[src/rtl/intr_presenter_pkg.sv]
package intr_presenter_pkg;
    localparam int PRIO_W = 8;
    localparam int SRC_W  = 24;
    localparam int WORD_W = PRIO_W + SRC_W;

    localparam logic [PRIO_W-1:0] PRIO_IDLE = '1;
    localparam logic [SRC_W-1:0]  SRC_EMPTY = '0;
    localparam logic [SRC_W-1:0]  IPI_SRC   = SRC_W'(2);

    typedef enum logic [1:0] {
        OP_ACCEPT   = 2'd0,
        OP_EOI      = 2'd1,
        OP_SET_CPPR = 2'd2,
        OP_SET_MFRR = 2'd3
    } proc_op_e;

    typedef struct packed {
        logic [PRIO_W-1:0] cppr;
        logic [SRC_W-1:0]  xisr;
    } pres_word_t;

    // true when priority a is strictly more favoured than b
    function automatic logic more_favoured(input logic [PRIO_W-1:0] a,
                                           input logic [PRIO_W-1:0] b);
        return a < b;
    endfunction
endpackage

[src/rtl/intr_presenter_range.sv]
module intr_presenter_range
    import intr_presenter_pkg::*;
#(
    parameter int N_CTRL     = 4,
    parameter int RANGE_BASE = 16,
    parameter int RANGE_LG   = 8,
    parameter int ID_W       = 2
) (
    input  logic [SRC_W-1:0] src,
    output logic             hit,
    output logic [ID_W-1:0]  id
);
    localparam logic [31:0] SPAN = 32'(1) << RANGE_LG;

    logic [N_CTRL-1:0] in_rng;

    for (genvar k = 0; k < N_CTRL; k++) begin : g_rng
        localparam logic [31:0] LO = 32'(RANGE_BASE) + 32'(k) * SPAN;
        assign in_rng[k] = (32'(src) >= LO) && (32'(src) < LO + SPAN);
    end

    always_comb begin
        id = '0;
        for (int i = 0; i < N_CTRL; i++) begin
            if (in_rng[i]) id = id | ID_W'(i);
        end
    end

    assign hit = |in_rng;
endmodule

[src/rtl/intr_presenter_note.sv]
module intr_presenter_note #(
    parameter int DW = 26
) (
    input  logic          clk,
    input  logic          rst,
    input  logic          d_valid,
    input  logic [DW-1:0] d_data,
    output logic          q_valid,
    output logic [DW-1:0] q_data
);
    always_ff @(posedge clk) begin
        if (rst) begin
            q_valid <= 1'b0;
            q_data  <= '0;
        end else begin
            q_valid <= d_valid;
            q_data  <= d_valid ? d_data : '0;
        end
    end
endmodule

[src/rtl/intr_presenter_state.sv]
module intr_presenter_state
    import intr_presenter_pkg::*;
#(
    parameter int ID_W = 2
) (
    input  logic              clk,
    input  logic              rst,
    input  logic              op_valid,
    input  logic [1:0]        op_code,
    input  logic [WORD_W-1:0] op_data,
    input  logic              dlv_valid,
    input  logic [SRC_W-1:0]  dlv_src,
    input  logic [PRIO_W-1:0] dlv_prio,
    input  logic [ID_W-1:0]   dlv_ctrl,
    input  logic              eoi_hit,
    input  logic [ID_W-1:0]   eoi_id,
    output pres_word_t        word_q,
    output logic [PRIO_W-1:0] ppri_q,
    output logic [PRIO_W-1:0] mfrr_q,
    output logic              irq_q,
    output logic              orj_v,
    output logic [SRC_W-1:0]  orj_src,
    output logic [ID_W-1:0]   orj_id,
    output logic              drj_v,
    output logic [SRC_W-1:0]  drj_src,
    output logic [ID_W-1:0]   drj_id,
    output logic              eoi_v,
    output logic [SRC_W-1:0]  eoi_src,
    output logic [ID_W-1:0]   eoi_id_o,
    output logic              resend
);
    proc_op_e          op;
    pres_word_t        w_n;
    logic [PRIO_W-1:0] pp_n, mf_n;
    logic [ID_W-1:0]   own_q, own_n;
    logic              ownv_q, ownv_n, irq_n;

    assign op = proc_op_e'(op_code);

    always_comb begin
        w_n = word_q;  pp_n = ppri_q;  mf_n = mfrr_q;
        own_n = own_q; ownv_n = ownv_q; irq_n = irq_q;
        orj_v = 1'b0; orj_src = '0; orj_id = '0;
        drj_v = 1'b0; drj_src = '0; drj_id = '0;
        eoi_v = 1'b0; eoi_src = '0; eoi_id_o = '0;
        resend = 1'b0;

        if (op_valid) begin
            unique case (op)
                OP_ACCEPT: begin
                    w_n.cppr = pp_n;
                    w_n.xisr = SRC_EMPTY;
                    pp_n     = PRIO_IDLE;
                    ownv_n   = 1'b0;
                    irq_n    = 1'b0;
                end
                OP_SET_CPPR: begin
                    w_n.cppr = op_data[31:24];
                    if (w_n.xisr != SRC_EMPTY && w_n.cppr <= pp_n) begin
                        if (ownv_n) begin
                            orj_v = 1'b1; orj_src = w_n.xisr; orj_id = own_n;
                        end
                        w_n.xisr = SRC_EMPTY;
                        pp_n     = PRIO_IDLE;
                        ownv_n   = 1'b0;
                        irq_n    = 1'b0;
                    end
                end
                OP_SET_MFRR: begin
                    mf_n = op_data[7:0];
                    if (more_favoured(mf_n, w_n.cppr) &&
                        !(w_n.xisr != SRC_EMPTY && pp_n <= mf_n)) begin
                        if (w_n.xisr != SRC_EMPTY && ownv_n) begin
                            orj_v = 1'b1; orj_src = w_n.xisr; orj_id = own_n;
                        end
                        w_n.xisr = IPI_SRC;
                        pp_n     = mf_n;
                        ownv_n   = 1'b0;
                        irq_n    = 1'b1;
                    end
                end
                OP_EOI: begin
                    w_n.cppr = op_data[31:24];
                    eoi_v    = eoi_hit;
                    eoi_src  = eoi_hit ? op_data[23:0] : '0;
                    eoi_id_o = eoi_hit ? eoi_id : '0;
                    if (w_n.xisr == SRC_EMPTY) begin
                        resend = 1'b1;
                        if (more_favoured(mf_n, w_n.cppr)) begin
                            w_n.xisr = IPI_SRC;
                            pp_n     = mf_n;
                            ownv_n   = 1'b0;
                            irq_n    = 1'b1;
                        end
                    end
                end
                default: ;
            endcase
        end

        if (dlv_valid) begin
            if (!more_favoured(dlv_prio, w_n.cppr) ||
                (w_n.xisr != SRC_EMPTY && pp_n <= dlv_prio)) begin
                drj_v = 1'b1; drj_src = dlv_src; drj_id = dlv_ctrl;
            end else begin
                if (w_n.xisr != SRC_EMPTY && ownv_n) begin
                    drj_v = 1'b1; drj_src = w_n.xisr; drj_id = own_n;
                end
                w_n.xisr = dlv_src;
                pp_n     = dlv_prio;
                own_n    = dlv_ctrl;
                ownv_n   = 1'b1;
                irq_n    = 1'b1;
            end
        end
    end

    always_ff @(posedge clk) begin
        if (rst) begin
            word_q <= '{cppr: '0, xisr: SRC_EMPTY};
            ppri_q <= PRIO_IDLE;
            mfrr_q <= PRIO_IDLE;
            own_q  <= '0;
            ownv_q <= 1'b0;
            irq_q  <= 1'b0;
        end else begin
            word_q <= w_n;
            ppri_q <= pp_n;
            mfrr_q <= mf_n;
            own_q  <= own_n;
            ownv_q <= ownv_n;
            irq_q  <= irq_n;
        end
    end
endmodule

[src/rtl/intr_presenter.sv]
module intr_presenter
    import intr_presenter_pkg::*;
#(
    parameter int N_CTRL     = 4,
    parameter int RANGE_BASE = 16,
    parameter int RANGE_LG   = 8,
    parameter int ID_W       = (N_CTRL > 1) ? $clog2(N_CTRL) : 1
) (
    input  logic              clk,
    input  logic              rst,
    input  logic              op_valid,
    input  logic [1:0]        op_code,
    input  logic [31:0]       op_data,
    input  logic              dlv_valid,
    input  logic [23:0]       dlv_src,
    input  logic [7:0]        dlv_prio,
    input  logic [ID_W-1:0]   dlv_ctrl,
    output logic              irq_o,
    output logic [31:0]       xirr_o,
    output logic [7:0]        ppri_o,
    output logic [7:0]        mfrr_o,
    output logic              oprej_valid,
    output logic [23:0]       oprej_src,
    output logic [ID_W-1:0]   oprej_ctrl,
    output logic              dlvrej_valid,
    output logic [23:0]       dlvrej_src,
    output logic [ID_W-1:0]   dlvrej_ctrl,
    output logic              eoi_valid,
    output logic [23:0]       eoi_src,
    output logic [ID_W-1:0]   eoi_ctrl,
    output logic              resend_o
);
    localparam int NOTE_W = SRC_W + ID_W;

    pres_word_t        word;
    logic              hit;
    logic [ID_W-1:0]   hit_id;
    logic              orj_v, drj_v, eoi_v, resend_d;
    logic [SRC_W-1:0]  orj_src, drj_src, eoi_s;
    logic [ID_W-1:0]   orj_id, drj_id, eoi_i;

    intr_presenter_range #(
        .N_CTRL(N_CTRL), .RANGE_BASE(RANGE_BASE),
        .RANGE_LG(RANGE_LG), .ID_W(ID_W)
    ) u_range (
        .src(op_data[23:0]), .hit(hit), .id(hit_id)
    );

    intr_presenter_state #(.ID_W(ID_W)) u_state (
        .clk(clk), .rst(rst),
        .op_valid(op_valid), .op_code(op_code), .op_data(op_data),
        .dlv_valid(dlv_valid), .dlv_src(dlv_src), .dlv_prio(dlv_prio),
        .dlv_ctrl(dlv_ctrl), .eoi_hit(hit), .eoi_id(hit_id),
        .word_q(word), .ppri_q(ppri_o), .mfrr_q(mfrr_o), .irq_q(irq_o),
        .orj_v(orj_v), .orj_src(orj_src), .orj_id(orj_id),
        .drj_v(drj_v), .drj_src(drj_src), .drj_id(drj_id),
        .eoi_v(eoi_v), .eoi_src(eoi_s), .eoi_id_o(eoi_i),
        .resend(resend_d)
    );

    intr_presenter_note #(.DW(NOTE_W)) u_note_op (
        .clk(clk), .rst(rst), .d_valid(orj_v), .d_data({orj_src, orj_id}),
        .q_valid(oprej_valid), .q_data({oprej_src, oprej_ctrl})
    );

    intr_presenter_note #(.DW(NOTE_W)) u_note_dlv (
        .clk(clk), .rst(rst), .d_valid(drj_v), .d_data({drj_src, drj_id}),
        .q_valid(dlvrej_valid), .q_data({dlvrej_src, dlvrej_ctrl})
    );

    intr_presenter_note #(.DW(NOTE_W)) u_note_eoi (
        .clk(clk), .rst(rst), .d_valid(eoi_v), .d_data({eoi_s, eoi_i}),
        .q_valid(eoi_valid), .q_data({eoi_src, eoi_ctrl})
    );

    always_ff @(posedge clk) begin
        if (rst) resend_o <= 1'b0;
        else     resend_o <= resend_d;
    end

    assign xirr_o = word;
endmodule

[config.mk]
export PLATFORM = sky130hd
export DESIGN_NAME = intr_presenter
export DESIGN_NICKNAME = d
export VERILOG_FILES = /design/src/rtl/intr_presenter_pkg.sv /design/src/rtl/intr_presenter_range.sv /design/src/rtl/intr_presenter_note.sv /design/src/rtl/intr_presenter_state.sv /design/src/rtl/intr_presenter.sv
export SDC_FILE = /design/constraint.sdc
export NUM_CORES = 1
export LEC_CHECK = 0
export ABC_AREA = 1
export CAP_MARGIN = 20
export CELL_PAD_IN_SITES_DETAIL_PLACEMENT = 0
export CELL_PAD_IN_SITES_GLOBAL_PLACEMENT = 1
export CORE_MARGIN = 1.5
export CORE_UTILIZATION = 38
export CTS_BUF_LIST = sky130_fd_sc_hd__clkbuf_2
export CTS_CLUSTER_DIAMETER = 60
export CTS_CLUSTER_SIZE = 30
export DETAILED_ROUTE_END_ITERATION = 8
export PLACE_DENSITY = 0.94
export SYNTH_ARGS = -nofsm -noshare
export SYNTH_HDL_FRONTEND = slang
export SYNTH_HIERARCHICAL = 1
export SYNTH_SLANG_ARGS = --single-unit
[constraint.sdc]
create_clock -name clk -period 5.8 [get_ports clk]
set_clock_uncertainty 0.1 [all_clocks]
set_input_delay 0.87 -clock clk [delete_from_list [all_inputs] [get_ports clk]]
set_output_delay 0.87 -clock clk [all_outputs]
set_load 0.1 [all_outputs]
==> impl_metrics.yaml <==
power:
  p_leak_nw: 4.64
  max-vdd-ir-drop_mv: 0.136
  p_per_area_nw_per_um2: 288
global_routing:
  grt_max_degree: 51
  antenna_found_initial: 2
  grt_pass1_vias: 7486
  overflow: 0
  grt_pass1_wl_mm: 38.1
  grt_usage_pct: 22.6
sta:
  fin_crit_ns: 4.80
  slew_headroom_pct: 29.3
  finalSetupViolCount: 0
  rsz0062_at_grt: "false"
  finalMaxSlewViolations: 0
  finalHoldViolCount: 0
  fmax_ghz: 0.208
  fin_setup_tns_ns: 0
  worstMarginPinSlew_ns: 1.06
  period_share_pct: 82.8
setup_path:
  crit_fanout: 27
  cp-startpoint: "op_data[7]"
  cp-start-kind: "input port"
  critical_path_required_ns: 6.39
  crit_path_end_kind: "register"
  criticalPathCategory: "in -> reg"
  r2r-start: "u_state/ppri_q[7]"
  cp_data_arrival_time_ns: 5.40
routing:
  avgRoutedWirePerCell_microns: 14.4
  vias: 7893
  drcViolationCount: 0
  first_pass_iters: 9
  drt_iter0_markers: 485
  antenna_left: 0
  wl_mm: 23.9
  routed_via_density: 4.75
cts:
  clock_sinks: 134
  cts_hold_buf: 0
  worstSkewPairLatency_ns: 0.76
  clk_path_buf_depth: 2
  cts_buffers: 17
  postCtsSetupBuffers: 0
  cts-root-buf: "clkbuf_2"
  cts_tree: "built"
  cts_resized: 0
  htree_num_levels: 4
  clk_pin_slew_ns: 0.23
min_path:
  hp-start: "u_state/ownv_q"
  min_path_type: "reg -> reg"
place:
  gp_congestion: 0.929
  io_buffer_count: 202
  hpwl_mm: 18.1
final_layout:
  fin_nets: 1499
  area_delta_synth_final_pct: 30.7
  final_core_util_pct: 50.4
  drive_above_1_share_pct: 8.63
yosys:
  yosysWarnings: 6
  synth_cell_types: 42
  synthFlopType: "dfxtp_1"
  synth_enable_flop_cells: 0
  synth_top_area_share_pct: 34.5
  synthesis.nets: 1313
  synth_area_leader_cell: "dfxtp_1"
  synth_seq_area_share_pct: 34.5
  async_flop_share_pct: 0
  synthTopCellsByArea: "dfxtp_1 (35%), nand2_1 (13%), nor2_1 (11%)"
  yosys-top-cells-count: "nand2_1 (275), nor2_1 (237), inv_1 (221)"
  syn_inst: 1191
  syn_area_sq_um: 7770
  syn_area_per_cell_sq_um: 6.53
  synth.ff_latch_count: 134
  yosysMostFrequentCell: "nand2_1"
floorplanning:
  fp.dieArea_sq_um: 21300
  core_area_sq_um: 20200
  start_util_pct: 38.5
  die_h_microns: 146
  fp.dieW_microns: 146
  placement_rows: 52
  ios: 203
run_status:
  run_status: "finished, final reports clean"
run:
  drv_cap: 0
-- layout make-up --
| class | count | area [sq um] |
|---|---|---|
| repair buffers | 210 | 2090 |
| diodes | 2 | 5.00 |
| fillers | 2092 | 10000 |
| clock inverters | 14 | 140 |
| inverters | 227 | 853 |
| clock buffers | 18 | 90.1 |
| multi-input cells | 787 | 3960 |
| flip-flops and latches | 134 | 2680 |
| well taps | 270 | 338 |
-- critical path: stages --
cell and delay (ns):
clkdlybuf4s50_1 0.61, inv_1 0.14, ha_1 0.32, nand2_1 0.07
nor2_1 0.22, nand4_1 0.12, nand2_1 0.08, nand2_1 0.06
nand2_1 0.06, nand2_1 0.08, nand2_1 0.24, nor2_1 0.11
o221a_2 0.24, a21oi_1 0.20, ha_1 0.29, a21oi_1 0.15
nor2_1 0.06, a211oi_1 0.20, o211ai_1 0.11, o21ai_0 0.12
nand2_2 0.23, a31oi_1 0.32, nand2_4 0.30, nor2_1 0.18
-- routing by layer --
layer  global-route usage [%]  wire length (microns)  up-vias
met4                     9.04                    877        0
met3                     6.63                   2030       74
li1                         -                      -     3967
met1                     27.6                  10100     3529
met5                        0                      0        -
met2                     37.5                  11000      323
-- registers in the layout, summed over array words and instances, names as in the netlist --
name	cells
u_note_dlv/q_data	26
u_note_op/q_valid	1
u_note_eoi/q_data	26
u_state/ppri_q	8
u_state/own_q	2
u_state/mfrr_q	8
resend_o	1
u_note_eoi/q_valid	1
u_state/irq_q	1
u_note_op/q_data	26
u_state/ownv_q	1
u_state/word_q	32
u_note_dlv/q_valid	1
-- cell usage in the layout, fill, tap and decap left out, types with 3 or more instances in the layout --
cell type	instances
inv_6	4
a32oi_1	5
inv_8	3
nand3_1	49
ha_1	50
o211ai_1	9
nand4_1	11
clkinv_1	4
dfxtp_1	134
clkdlybuf4s50_1	202
a221oi_1	5
nor2_2	61
nand2_2	4
buf_4	7
a21oi_1	23
nand2_4	4
clkbuf_2	18
nand2_1	275
o21ai_0	21
o22ai_1	7
inv_1	221
nor2_4	5
nor2_1	237
o21ai_1	3
-- cell families after synthesis --
| family | after synthesis | share of synthesized area, % |
|---|---|---|
| flops | 134 | 34.5 |
| compound gates | 85 | 6.86 |
| simple gates | 652 | 36.0 |
| fa+ha+maj | 50 | 8.05 |
| buf+inv | 270 | 14.6 |
-- path summary, 6_finish.rpt --
path | slack, ns | to | cells past startpoint
worst max-delay path | 1.0 | u_note_dlv/q_data[0] | 24
worst min-delay path | 0.42 | u_state/ownv_q | 2
worst max register to register | 1.27 | u_note_dlv/q_data[19] | 24
worst min register to register | 0.42 | u_state/ownv_q | 2
-- power breakdown --
| part | switching [mW] | leakage (nW) | internal, mW |
|---|---|---|---|
| sequential | 0.0708 | 1.09 | 0.986 |
| combinational | 0.943 | 3.42 | 0.348 |
| clock | 0.409 | 0.139 | 0.170 |
| total | 1.42 | 4.64 | 1.50 |
-- per-stage QoR --
| stage | area [sq um] | setup slack (ns) | cells | hold slack, ns | power, mW |
|---|---|---|---|---|---|
| detailed placement | 9930 | 0.292 | 1628 | 0.390 | 2.36 |
| global route | 10200 | 0.646 | 1661 | 0.446 | 3.10 |
| CTS | 10200 | 1.11 | 1660 | 0.416 | 2.94 |
| floorplan | 7770 | 1.50 | 1191 | 0.367 | 2.04 |
| global placement | 9930 | 0.320 | 1628 | 0.380 | 2.35 |
| finish | 10200 | 0.996 | 1662 | 0.415 | 2.93 |
Power figures use the tool's default switching activity.
